File: src/rtl/ca_timer_pkg.sv
package ca_timer_pkg;
  typedef enum logic [2:0] {
    MODE_UP      = 3'd0,
    MODE_DOWN    = 3'd1,
    MODE_CTR_DN  = 3'd2,
    MODE_CTR_UP  = 3'd3,
    MODE_CTR_ALL = 3'd4
  } cnt_mode_e;

  typedef enum logic [2:0] {
    TRG_UG   = 3'd0,
    TRG_EN   = 3'd1,
    TRG_UPD  = 3'd2,
    TRG_FLG0 = 3'd3,
    TRG_REF0 = 3'd4,
    TRG_REF1 = 3'd5,
    TRG_REF2 = 3'd6,
    TRG_REF3 = 3'd7
  } trg_sel_e;

  function automatic logic is_center(logic [2:0] m);
    return (m == MODE_CTR_DN) || (m == MODE_CTR_UP) || (m == MODE_CTR_ALL);
  endfunction
endpackage

File: src/rtl/ca_timer_psc.sv
module ca_timer_psc #(
  parameter int PSC_W = 16
) (
  input  logic             clk_i,
  input  logic             rst_ni,
  input  logic             en_i,
  input  logic             ug_i,
  input  logic [PSC_W-1:0] psc_i,
  output logic             tick_o
);
  logic [PSC_W-1:0] pc_q;

  // >= so a lowered prescale value does not stall the divider
  assign tick_o = en_i && (pc_q >= psc_i);

  always_ff @(posedge clk_i or negedge rst_ni) begin
    if (!rst_ni)     pc_q <= '0;
    else if (ug_i)   pc_q <= '0;
    else if (tick_o) pc_q <= '0;
    else if (en_i)   pc_q <= pc_q + 1'b1;
  end


  ug_clears_psc_chk: assert property (@(posedge clk_i) disable iff (!rst_ni)
    ug_i |=> (pc_q == '0));
endmodule

File: src/rtl/ca_timer_cnt.sv
module ca_timer_cnt
  import ca_timer_pkg::*;
#(
  parameter int CNT_W = 16
) (
  input  logic             clk_i,
  input  logic             rst_ni,
  input  logic             tick_i,
  input  logic             ug_i,
  input  logic [CNT_W-1:0] arr_i,
  input  logic [2:0]       mode_i,
  output logic [CNT_W-1:0] cnt_o,
  output logic             dir_o,
  output logic             upd_o,
  output logic [CNT_W-1:0] nxt_cnt_o,
  output logic             nxt_dir_o,
  output logic             step_o
);
  logic [CNT_W-1:0] arr_dn, one_or_zero;
  logic             wrap;

  assign arr_dn      = (arr_i == '0) ? '0 : arr_i - 1'b1;
  assign one_or_zero = (arr_i == '0) ? '0 : CNT_W'(1);
  assign step_o      = tick_i && !ug_i;

  always_comb begin
    nxt_cnt_o = cnt_o;
    nxt_dir_o = 1'b0;
    wrap      = 1'b0;
    if (mode_i == MODE_DOWN) begin
      nxt_dir_o = 1'b1;
      if (cnt_o == '0) begin
        nxt_cnt_o = arr_i;
        wrap      = 1'b1;
      end else nxt_cnt_o = cnt_o - 1'b1;
    end else if (is_center(mode_i)) begin
      if (!dir_o) begin
        if (cnt_o >= arr_i) begin
          nxt_cnt_o = arr_dn;
          nxt_dir_o = 1'b1;
          wrap      = 1'b1;
        end else nxt_cnt_o = cnt_o + 1'b1;
      end else begin
        if (cnt_o == '0) begin
          nxt_cnt_o = one_or_zero;
          wrap      = 1'b1;
        end else begin
          nxt_cnt_o = cnt_o - 1'b1;
          nxt_dir_o = 1'b1;
        end
      end
    end else begin
      if (cnt_o >= arr_i) begin
        nxt_cnt_o = '0;
        wrap      = 1'b1;
      end else nxt_cnt_o = cnt_o + 1'b1;
    end
  end

  always_ff @(posedge clk_i or negedge rst_ni) begin
    if (!rst_ni) begin
      cnt_o <= '0;
      dir_o <= 1'b0;
      upd_o <= 1'b0;
    end else if (ug_i) begin
      cnt_o <= '0;
      dir_o <= (mode_i == MODE_DOWN);
      upd_o <= 1'b1;
    end else begin
      upd_o <= step_o && wrap;
      if (step_o) begin
        cnt_o <= nxt_cnt_o;
        dir_o <= nxt_dir_o;
      end
    end
  end


  hold_without_tick_chk: assert property (@(posedge clk_i) disable iff (!rst_ni)
    (!tick_i && !ug_i) |=> ($stable(cnt_o) && !upd_o));

  up_wrap_chk: assert property (@(posedge clk_i) disable iff (!rst_ni)
    (step_o && mode_i == MODE_UP && cnt_o >= arr_i) |=> (cnt_o == '0 && upd_o));

  down_reload_chk: assert property (@(posedge clk_i) disable iff (!rst_ni)
    (step_o && mode_i == MODE_DOWN && cnt_o == '0) |=> (cnt_o == $past(arr_i) && upd_o && dir_o));

  ug_clears_cnt_chk: assert property (@(posedge clk_i) disable iff (!rst_ni)
    ug_i |=> (cnt_o == '0 && upd_o));
endmodule

File: src/rtl/ca_timer_cmp.sv
module ca_timer_cmp
  import ca_timer_pkg::*;
#(
  parameter int CNT_W = 16,
  parameter int N_CH  = 4
) (
  input  logic                       clk_i,
  input  logic                       rst_ni,
  input  logic                       step_i,
  input  logic [2:0]                 mode_i,
  input  logic [CNT_W-1:0]           cnt_i,
  input  logic                       dir_i,
  input  logic [CNT_W-1:0]           nxt_cnt_i,
  input  logic                       nxt_dir_i,
  input  logic [N_CH-1:0][CNT_W-1:0] cmp_i,
  output logic [N_CH-1:0]            oc_ref_o,
  output logic [N_CH-1:0]            flag_o
);
  logic allow;

  always_comb begin
    unique case (mode_i)
      MODE_CTR_DN: allow = nxt_dir_i;
      MODE_CTR_UP: allow = !nxt_dir_i;
      default:     allow = 1'b1;
    endcase
  end

  for (genvar k = 0; k < N_CH; k++) begin : g_ch
    assign oc_ref_o[k] = cnt_i < cmp_i[k];

    always_ff @(posedge clk_i or negedge rst_ni) begin
      if (!rst_ni) flag_o[k] <= 1'b0;
      else         flag_o[k] <= step_i && allow && (nxt_cnt_i == cmp_i[k]);
    end


    ctr_dn_flag_chk: assert property (@(posedge clk_i) disable iff (!rst_ni)
      (mode_i == MODE_CTR_DN) |=> (!flag_o[k] || dir_i));

    ctr_up_flag_chk: assert property (@(posedge clk_i) disable iff (!rst_ni)
      (mode_i == MODE_CTR_UP) |=> (!flag_o[k] || !dir_i));

    flag_on_value_chk: assert property (@(posedge clk_i) disable iff (!rst_ni)
      flag_o[k] |-> (cnt_i == $past(cmp_i[k])));
  end
endmodule

File: src/rtl/ca_timer.sv
module ca_timer
  import ca_timer_pkg::*;
#(
  parameter int CNT_W = 16,
  parameter int PSC_W = 16,
  parameter int N_CH  = 4
) (
  input  logic                       clk_i,
  input  logic                       rst_ni,
  input  logic                       en_i,
  input  logic                       ug_i,
  input  logic [PSC_W-1:0]           psc_i,
  input  logic [CNT_W-1:0]           arr_i,
  input  logic [2:0]                 mode_i,
  input  logic [N_CH-1:0][CNT_W-1:0] cmp_i,
  input  logic [2:0]                 trg_sel_i,
  output logic [CNT_W-1:0]           cnt_o,
  output logic                       dir_o,
  output logic                       upd_o,
  output logic [N_CH-1:0]            oc_ref_o,
  output logic [N_CH-1:0]            cmp_flag_o,
  output logic                       trg_o
);
  localparam int RefBase = 4;

  logic             tick, step, nxt_dir;
  logic [CNT_W-1:0] nxt_cnt;

  ca_timer_psc #(.PSC_W(PSC_W)) u_psc (
    .clk_i, .rst_ni, .en_i, .ug_i, .psc_i, .tick_o(tick)
  );

  ca_timer_cnt #(.CNT_W(CNT_W)) u_cnt (
    .clk_i, .rst_ni, .tick_i(tick), .ug_i, .arr_i, .mode_i,
    .cnt_o, .dir_o, .upd_o, .nxt_cnt_o(nxt_cnt), .nxt_dir_o(nxt_dir), .step_o(step)
  );

  ca_timer_cmp #(.CNT_W(CNT_W), .N_CH(N_CH)) u_cmp (
    .clk_i, .rst_ni, .step_i(step), .mode_i, .cnt_i(cnt_o), .dir_i(dir_o),
    .nxt_cnt_i(nxt_cnt), .nxt_dir_i(nxt_dir), .cmp_i, .oc_ref_o, .flag_o(cmp_flag_o)
  );

  always_comb begin
    unique case (trg_sel_i)
      TRG_UG:   trg_o = ug_i;
      TRG_EN:   trg_o = en_i;
      TRG_UPD:  trg_o = upd_o;
      TRG_FLG0: trg_o = cmp_flag_o[0];
      default: begin
        trg_o = 1'b0;
        for (int k = 0; k < N_CH; k++)
          if (int'(trg_sel_i) == RefBase + k) trg_o = oc_ref_o[k];
      end
    endcase
  end


  trg_upd_chk: assert property (@(posedge clk_i) disable iff (!rst_ni)
    (trg_sel_i == TRG_UPD) |-> (trg_o == upd_o));
endmodule

File: config.mk
export PLATFORM = sky130hd
export DESIGN_NAME = ca_timer
export DESIGN_NICKNAME = d
export VERILOG_FILES = /design/src/rtl/ca_timer_pkg.sv /design/src/rtl/ca_timer_psc.sv /design/src/rtl/ca_timer_cnt.sv /design/src/rtl/ca_timer_cmp.sv /design/src/rtl/ca_timer.sv
export SDC_FILE = /design/constraint.sdc
export NUM_CORES = 1
export LEC_CHECK = 0
export ABC_AREA = 1
export ABC_CLOCK_PERIOD_IN_PS = 2250
export BUFFER_PORTS_ARGS = -buffer_cell sky130_fd_sc_hd__buf_2
export CAP_MARGIN = 10
export CORE_UTILIZATION = 53
export DETAILED_ROUTE_END_ITERATION = 7
export GPL_TIMING_DRIVEN = 0
export PLACE_DENSITY = 0.82
export SLEW_MARGIN = 20
export SYNTH_ARGS = -nofsm -noshare
export SYNTH_HDL_FRONTEND = slang
export SYNTH_SLANG_ARGS = --single-unit
File: constraint.sdc
create_clock -name clk_i -period 2.25 [get_ports clk_i]
set_clock_uncertainty 0.1 [all_clocks]
set_input_delay 0.225 -clock clk_i [delete_from_list [all_inputs] [get_ports clk_i]]
set_output_delay 0.225 -clock clk_i [all_outputs]
set_load 0.01 [all_outputs]
**Word-level counts from Yosys, hierarchy flattened**

Index checks and enable logic that the tools add are counted.

- $add $sub $neg: 4
- $mul: 0
- Div/mod/pow operators: 0
- Order comparisons: 6
- Equality and inequality tests: 15
- Shift-type cells: 0
- Multiplexer cells: 32
- Bitwise operators: 0
- Reductions and logical operators: 17

Operators with widths:

| kind | count |
|---|---|
| $mux W16 | 13 |
| $eq A16 B16 Y1 | 4 |
| $lt A16 B16 Y1 | 4 |
| $add A16 B1 Y16 const B | 2 |
| $ge A16 B16 Y1 | 2 |
| $logic_not A16 Y1 | 2 |
| $sub A16 B1 Y16 const B | 2 |
| $mux W1 | 17 |
| $eq A3 B2 Y1 const B | 5 |
| $eq A3 B1 Y1 const B | 3 |
| $eq A3 B3 Y1 const B | 3 |
| $logic_and A1 B1 Y1 | 8 |
| $pmux W1 S4 | 1 |
| $logic_not A3 Y1 | 1 |
| $reduce_bool A3 Y1 | 1 |
| $logic_not A1 Y1 | 2 |
| $logic_or A1 B1 Y1 | 2 |
| $pmux W1 S2 | 1 |
| $reduce_bool A2 Y1 | 1 |

- Flip-flop bits (word level): 38
- Latch bits: 0
- Bits in writable memories: 0
- Bits in read-only memories: 0
- Bits of input ports: 106
- Output and inout port bits: 27
- Word-level logic and storage cells: 82
- Memories: 0

**Longest topological paths before layout**

Gate-level depths: netlist of the first run.

- Word-level depth: 9
- Mapped depth: 25
- Depth with buffers taken out: 24

**Hierarchy**

A second synthesis of the first run with hierarchy kept.

- Cells, all modules: 1,217
- Area, all modules: 7,382.1 um2

Modules (own cells, without submodules):

| module | times used | cells each | area an instance (um2) | sequential area each (um2) |
|---|---|---|---|---|
| ca_timer_cnt | 1 | 575 | 3,271.9 | 450.4 |
| ca_timer_cmp | 1 | 405 | 2,616.3 | 100.1 |
| ca_timer_psc | 1 | 219 | 1,418.9 | 400.4 |
| ca_timer | 1 | 18 | 75.1 | 0.0 |

**Worst setup path before layout of the first run**

No wires, ideal clock.

- Path kind: flip-flop to flip-flop
- From: register u_cnt.cnt_o[11]
- To: register u_cmp.flag_o[0]
- Setup time: 0.071 ns
- Arrival: 2.343 ns
- Data required time: 2.079 ns
- Setup slack: -0.264 ns
- Stages on the path, launching flop included: 18
- Clock period less this slack: 2.514 ns
- Path through: dfrtp_1 ha_1 a21oi_1 a21oi_2 nor2_4 nand2_2 buf_2 o21ai_0 nand2_1 nand2_2 nand2_4 nand2_1 nand2_1 nor2_2 nand2_1 nor2_1 nand2_1 nor2_1

- Word-level cells in the longest chain between the ends: 9

Ends and longest elaborated chain:

| element | RTL line | source |
|---|---|---|
| start, declared | ca_timer_cnt.sv:12 | `output logic [CNT_W-1:0] cnt_o,` |
| start signal, assigned | ca_timer_cnt.sv:72 | `cnt_o <= nxt_cnt_o;` |
| branches (longest 8 deep; another with $add A16 B1 Y16) | - |  |
| $logic_and A1 B1 Y1 (*) | ca_timer_cmp.sv:34 | `else flag_o[k] <= step_i && allow && (nxt_cnt_i == cmp_i[k]);` |
| end signal, assigned by index | ca_timer_cmp.sv:34 |  |
| end, declared | ca_timer_cmp.sv:17 | `output logic [N_CH-1:0] flag_o` |

Every way passes the cells marked *.
A chain may end at the register's enable or synchronous reset.

**Worst setup path in the final report of the first run**

- From: register u_cnt.cnt_o[4]
- To: register u_cmp.flag_o[0]

Same word-level chain as after synthesis.

==> results of run 1 <==
==> state kept, by name, summed over array words and instances, names as in the netlist <==
signal and cells:
u_cnt.dir_o 1, u_cnt.upd_o 1, u_psc.pc_q 16, u_cmp.flag_o 4, u_cnt.cnt_o 16
==> stage by stage <==
| step | hold WS [ps] | util |
|---|---|---|
| global placement | 297 | 0.621 |
| CTS | 2.95 | 0.688 |
| floorplan | -171 | - |
| detailed placement | 311 | 0.621 |
| global route | 52.9 | 0.760 |
| finish | -21.6 | 0.760 |
==> power breakdown <==
part | switching [uW] | leakage [uW] | internal (uW) | total (uW)
clock network | 340 | 0.0000729 | 441 | 780
logic | 620 | 0.00476 | 361 | 980
registers | 21.4 | 0.000496 | 700 | 722
total | 981 | 0.00533 | 1500 | 2480
==> critical path, cell delays in order (launching register included) <==
cell,delay (ps)
dfrtp_4,520
ha_4,280
nand2_2,40
inv_2,40
nand2_2,50
nor2_2,100
nor2_2,50
nand2_2,100
nand2_4,90
nand2_8,90
buf_6,110
clkinvlp_4,160
buf_6,170
nand2_2,40
nand2_1,50
nand2_2,120
nand2_4,80
nand2_4,120
xor2_1,310
nor2_1,70
nand2_1,90
nor2_1,50
==> layer usage <==
metal,track usage,wire length (um),vias up
met5,0,0,-
met4,0.222,2110,0
met3,0.0666,3320,186
met2,0.650,13500,674
met1,0.503,11100,4176
li1,-,-,4259
==> worst paths after layout <==
check / from / to / slack, ps
setup / recovery: u_cnt.cnt_o[4] / u_cmp.flag_o[0] / -730
hold / removal: rst_ni / u_psc.pc_q[15] / -20
setup reg to reg: u_cnt.cnt_o[4] / u_cmp.flag_o[0] / -730
hold reg to reg: u_psc.pc_q[13] / u_psc.pc_q[13] / 460
max in group asynchronous: rst_ni / u_cnt.cnt_o[11] / 1370
min in group clk_i: en_i / u_psc.pc_q[0] / 180
==> cells in the final DEF (no fill, tap or decap), drive strengths merged, types with 4 or more instances in the layout <==
cell	n
nand2	314
buf	241
inv	168
nor2	135
nand3	128
ha	98
a21oi	62
o21ai	52
xor2	48
dfrtp	38
nand4	23
o211ai	18
nor3	14
o22ai	13
clkbuf	9
clkinvlp	5
a21boi	4
==> logic make-up after synthesis <==
kind of cell             count (synthesis)
flip-flops                              38
AND/OR/NAND/NOR                        617
AO/OA/AOI/OAI                          159
adder cells (fa/ha/maj)                 98
buffers and inverters                  190
XOR/XNOR                                50
==> repair_timing <==
action                                  4_1_cts  5_1_grt
hold buffers                                  0        0
endpoints found under the setup margin       28       43
pin swaps                                    13       80
resized for setup                            84      144
gates cloned                                  1        1
buffers inserted                             51       41
==> cell usage after synthesis, types with 6 or more instances <==
| master | number | share of area |
|---|---|---|
| nor3_1 | 9 | 0.0062 |
| o21ai_0 | 38 | 0.026 |
| buf_6 | 6 | 0.0093 |
| nand2_2 | 28 | 0.024 |
| xor2_1 | 48 | 0.058 |
| o22ai_1 | 13 | 0.011 |
| dfrtp_1 | 38 | 0.13 |
| nand2_1 | 278 | 0.14 |
| o211ai_1 | 12 | 0.012 |
| ha_1 | 98 | 0.17 |
| o21ai_1 | 14 | 0.0097 |
| o211ai_2 | 6 | 0.010 |
| nand3_2 | 9 | 0.012 |
| nor2_4 | 7 | 0.011 |
| a21oi_1 | 55 | 0.038 |
| inv_1 | 161 | 0.084 |
| nor2_1 | 114 | 0.059 |
| nor2_2 | 13 | 0.011 |
| buf_2 | 6 | 0.0042 |
| nand2_4 | 8 | 0.012 |
| a21oi_2 | 7 | 0.0085 |
| nand3_1 | 118 | 0.082 |
| nand4_1 | 23 | 0.020 |
| inv_2 | 10 | 0.0052 |
==> layout make-up <==
class,count,area share
Tap cell,176,0.0218
Timing Repair Buffer,226,0.146
Multi-Input combinational cell,924,0.638
Buffer,18,0.0158
Inverter,172,0.0661
Sequential cell,38,0.0971
Clock buffer,6,0.0137
Clock inverter,2,0.00124
==> flow_summary.toml, run 1 <==
[placed_design]
hpwlAfterDp_mm = 21.9
dp_slack_ps = -819
gp_congestion = 0.999
post_dp_cell_area_um2 = 8260
io_buffers = 132
dpl.cell_count = 1460

[finish]
multi_input_area_um2 = 6450
antennaDiodeCount = 0
register_area_um2 = 981
area_delta_synth_final_pct = 39.9
fin_cells = 1562
drive_above_1_share = 0.361
final_cell_area_um2 = 10100
nets = 1589
n_fill_cell = 1029

[critical_path]
crit_required_ps = 2340
cp-start-kind = "flip-flop"
cp_max_fo = 5
r2r_cells = 21
crit_type = "flip-flop to flip-flop"
end_kind = "flip-flop"
cp.arrival_ps = 3070

[clock_tree]
cts_tree = "built"
cts_made_buffers = 5
htree_levels = 2
cts.clk_slew.worst_paths_ps = 70
cts_root_buf = "clkbuf_16"
cts_buffer_depth = 2
clkLatencyLatePin_ps = 300
clock-sinks = 38

[route]
wl_per_cell_um = 19.2
drc = 1
via_count = 9295
viasPerCell = 5.95
ant_nets = 0
wirelength_mm = 30.0
drtIter0Drc = 1166
first_pass_iters = 8

[sta]
period_minus_slack_ps = 2980
tightest_slew_ps = 954
slew_viol_final = 0
finalWorstSetupSlack_ps = -725
finalSetupTns_ps = -7660
max_freq_ghz = 0.336
holdWs_ps = -21.6
rsz0062_at_grt = "yes"
period_share = 1.32
relSlewSlack = 0.364
setup-violations-final = 25
finalHoldViolCount = 38

[grt]
grt_pass1_wl_mm = 43.2
grt_usage = 0.400
grt_pass1_vias = 8417
grt_max_degree = 39
grt_overflow = 0
antenna_found_initial = 0

[synth]
synth_fa_ha_area_frac = 0.170
syn_area_per_cell_um2 = 6.27
synth-simple-area-share = 0.399
synth_top_family_by_area = "simple AND/OR/NAND/NOR gates"
synth-edff-count = 0
syn-num-nets = 1356
synth-main-ff-cell = "dfrtp_1"
synth_warnings = 0
synth_seq_cells = 38
synth-compound-area-share = 0.132
async_flop_share = 1.00
synth_area_um2 = 7230
synthMuxAreaShare = 0
syn_inst = 1152
yosys.area_share.xor_xnor = 0.0606
ys_types = 44
yosysSeqAreaShare = 0.132

[hold_path]
hold_class = "input port to async pin"

[die]
num_io_pins = 133
die-width_um = 119
rows = 42
initial_core_util = 0.543
dieArea_um2 = 14100
core_um2 = 13300
die_h_um = 119

[outcome]
outcome = "complete, but fails checks"
violations = "design-rule violations, negative hold slack, negative setup slack"

[power_and_ir_drop]
worst_ir_drop_vdd_mv = 0.274
p_per_area_nw_per_um2 = 246
power.total_uw = 2480
leakagePower_uw = 0.00533

[run]
drv_cap = 0
(Power assumes the default switching activity.)
==> run 2, diff against run 1 <==
Settings changed: REMOVE_ABC_BUFFERS set to 1.
==> flow_summary.toml, run 2 (synthesized netlist as in run 1, its figures left out) <==
[die]
die-width_um = 119
rows = 42
die_h_um = 119
core_um2 = 13300
initial_core_util = 0.543
dieArea_um2 = 14100
num_io_pins = 133

[grt]
grt_pass1_vias = 8833
grt_max_degree = 39
antenna_found_initial = 1
grt_overflow = 0
grt_usage = 0.421
grt_pass1_wl_mm = 45.9

[critical_path]
end_kind = "primary output"
crit_required_ps = 1920
crit_top_cell = "nand4_1"
cp-start-kind = "flip-flop"
cp_max_fo = 6
cp_slowest_stage_delay_ps = 530
crit_type = "flip-flop to primary output"
cp.arrival_ps = 2880
path_cells = "buf_8, buf_6, ha_4, a21oi_1, o211ai_1, a21oi_2, nor2_1, nor2_2, nand4_1, nand4_1, buf_2"
slowest_stage = "dfrtp_4"

[placed_design]
dpl.cell_count = 1442
hpwlAfterDp_mm = 20.2
dp_slack_ps = -1320
gp_congestion = 0.999
post_dp_cell_area_um2 = 7980
io_buffers = 132

[sta]
finalWorstSetupSlack_ps = -956
period_share = 1.42
max_freq_ghz = 0.312
finalSetupTns_ps = -9910
tightest_slew_ps = 971
relSlewSlack = 0.353
period_minus_slack_ps = 3210
setup-violations-final = 27
holdWs_ps = 138
slew_viol_final = 0
finalHoldViolCount = 0
rsz0062_at_grt = "yes"

[clock_tree]
htree_levels = 2
clock-sinks = 38
clkLatencyLatePin_ps = 300
cts_tree = "built"
cts_buffer_depth = 2
cts_root_buf = "clkbuf_16"
cts.clk_slew.worst_paths_ps = 70
cts_made_buffers = 5

[route]
first_pass_iters = 8
drtIter0Drc = 1674
via_count = 9787
ant_nets = 0
drc = 37
wirelength_mm = 33.0
wl_per_cell_um = 21.2
viasPerCell = 6.27

[finish]
fin_cells = 1561
reg.largest.list = "u_cnt.cnt_o: 16 flops, u_psc.pc_q: 16 flops, u_cmp.flag_o: 4 flops"
area_delta_synth_final_pct = 41.6
layout_commonest_cell = "nand2_1"
nets = 1587
layout_common_cells = "247 x nand2_1, 156 x inv_1, 129 x buf_2, 104 x nand3_1, 96 x nor2_1"
final_cell_area_um2 = 10200
drive_above_1_share = 0.361

[power_and_ir_drop]
p_per_area_nw_per_um2 = 262
leakagePower_uw = 0.00535
worst_ir_drop_vdd_mv = 0.354

[outcome]
violations = "design-rule violations, negative setup slack"
outcome = "complete, but fails checks"

[hold_path]
hold_class = "input port to flip-flop"

[run]
drv_cap = 0
==> run 2: cell types whose count changed in the layout (fill, tap and decap cells not counted), sizes merged, moves of 2 or more <==
cell      previous run  this run
buf                241       235
nand2              314       320
clkbuf               9         5
bufinv               0         2
inv                168       170
clkinvlp             5         1
==> run 2: metrics by stage <==
step / power (uW) / util
2_1_floorplan: 1190 / -
3_3_place_gp: 1480 / 0.600
3_5_place_dp: 1490 / 0.600
4_1_cts: 2530 / 0.720
5_1_grt: 2780 / 0.770
6_report: 2680 / 0.770
==> run 2: power by group <==
part	switching [uW]	leakage [uW]	total, uW	internal, uW
clock network	347	0.0000940	986	639
logic	635	0.00476	980	345
registers	18.2	0.000498	718	700
total	1000	0.00535	2680	1680
==> run 2: repair_timing <==
item | 4_1_cts | 5_1_grt
hold buffers | 1 | 0
cloned | 5 | 1
setup endpoints to repair | 43 | 29
pin swaps | 68 | 59
setup buffers | 81 | 25
gates resized for setup | 159 | 100
endpoints found under the hold margin | 6 | 0
==> run 2: final timing paths <==
kind	end	startpoint	cells after the start	slack, ps
worst max register to register	u_cmp.flag_o[3]	u_cnt.cnt_o[7]	20	-880
worst min-delay path	u_psc.pc_q[0]	en_i	3	140
worst min register to register	u_psc.pc_q[15]	u_psc.pc_q[15]	2	460
max in group asynchronous	u_cnt.cnt_o[3]	rst_ni	2	810
worst max-delay path	trg_o	u_cnt.cnt_o[7]	11	-960
min in group asynchronous	u_psc.pc_q[12]	rst_ni	2	530
==> run 2: metal layers <==
metal / share of wire / track usage / routed length (um) / up-vias
met5: 0.0042 / 0 / 138 / -
met4: 0.10 / 0.276 / 3310 / 4
met3: 0.14 / 0.0893 / 4470 / 324
met2: 0.42 / 0.668 / 13900 / 896
met1: 0.34 / 0.512 / 11300 / 4309
li1: - / - / - / 4254
==> run 2: critical path, delay by kind of cell, from the launching register on <==
family                   cells  cell delay, ps
flip-flops                   1             530
AND/OR/NAND/NOR              4             390
AO/OA/AOI/OAI                3            1000
buffers and inverters        3             440
adder cells (fa/ha/maj)      1             220
==> run 2: cell type report <==
type                            instances  area [um^2]
Antenna cell                            1         2.50
Clock buffer                            5          125
Clock inverter                          3         68.8
Fill cell                             926         3060
Inverter                              172          669
Multi-Input combinational cell        930         6570
Sequential cell                        38          983
Tap cell                              176          220
Timing Repair Buffer                  236         1590
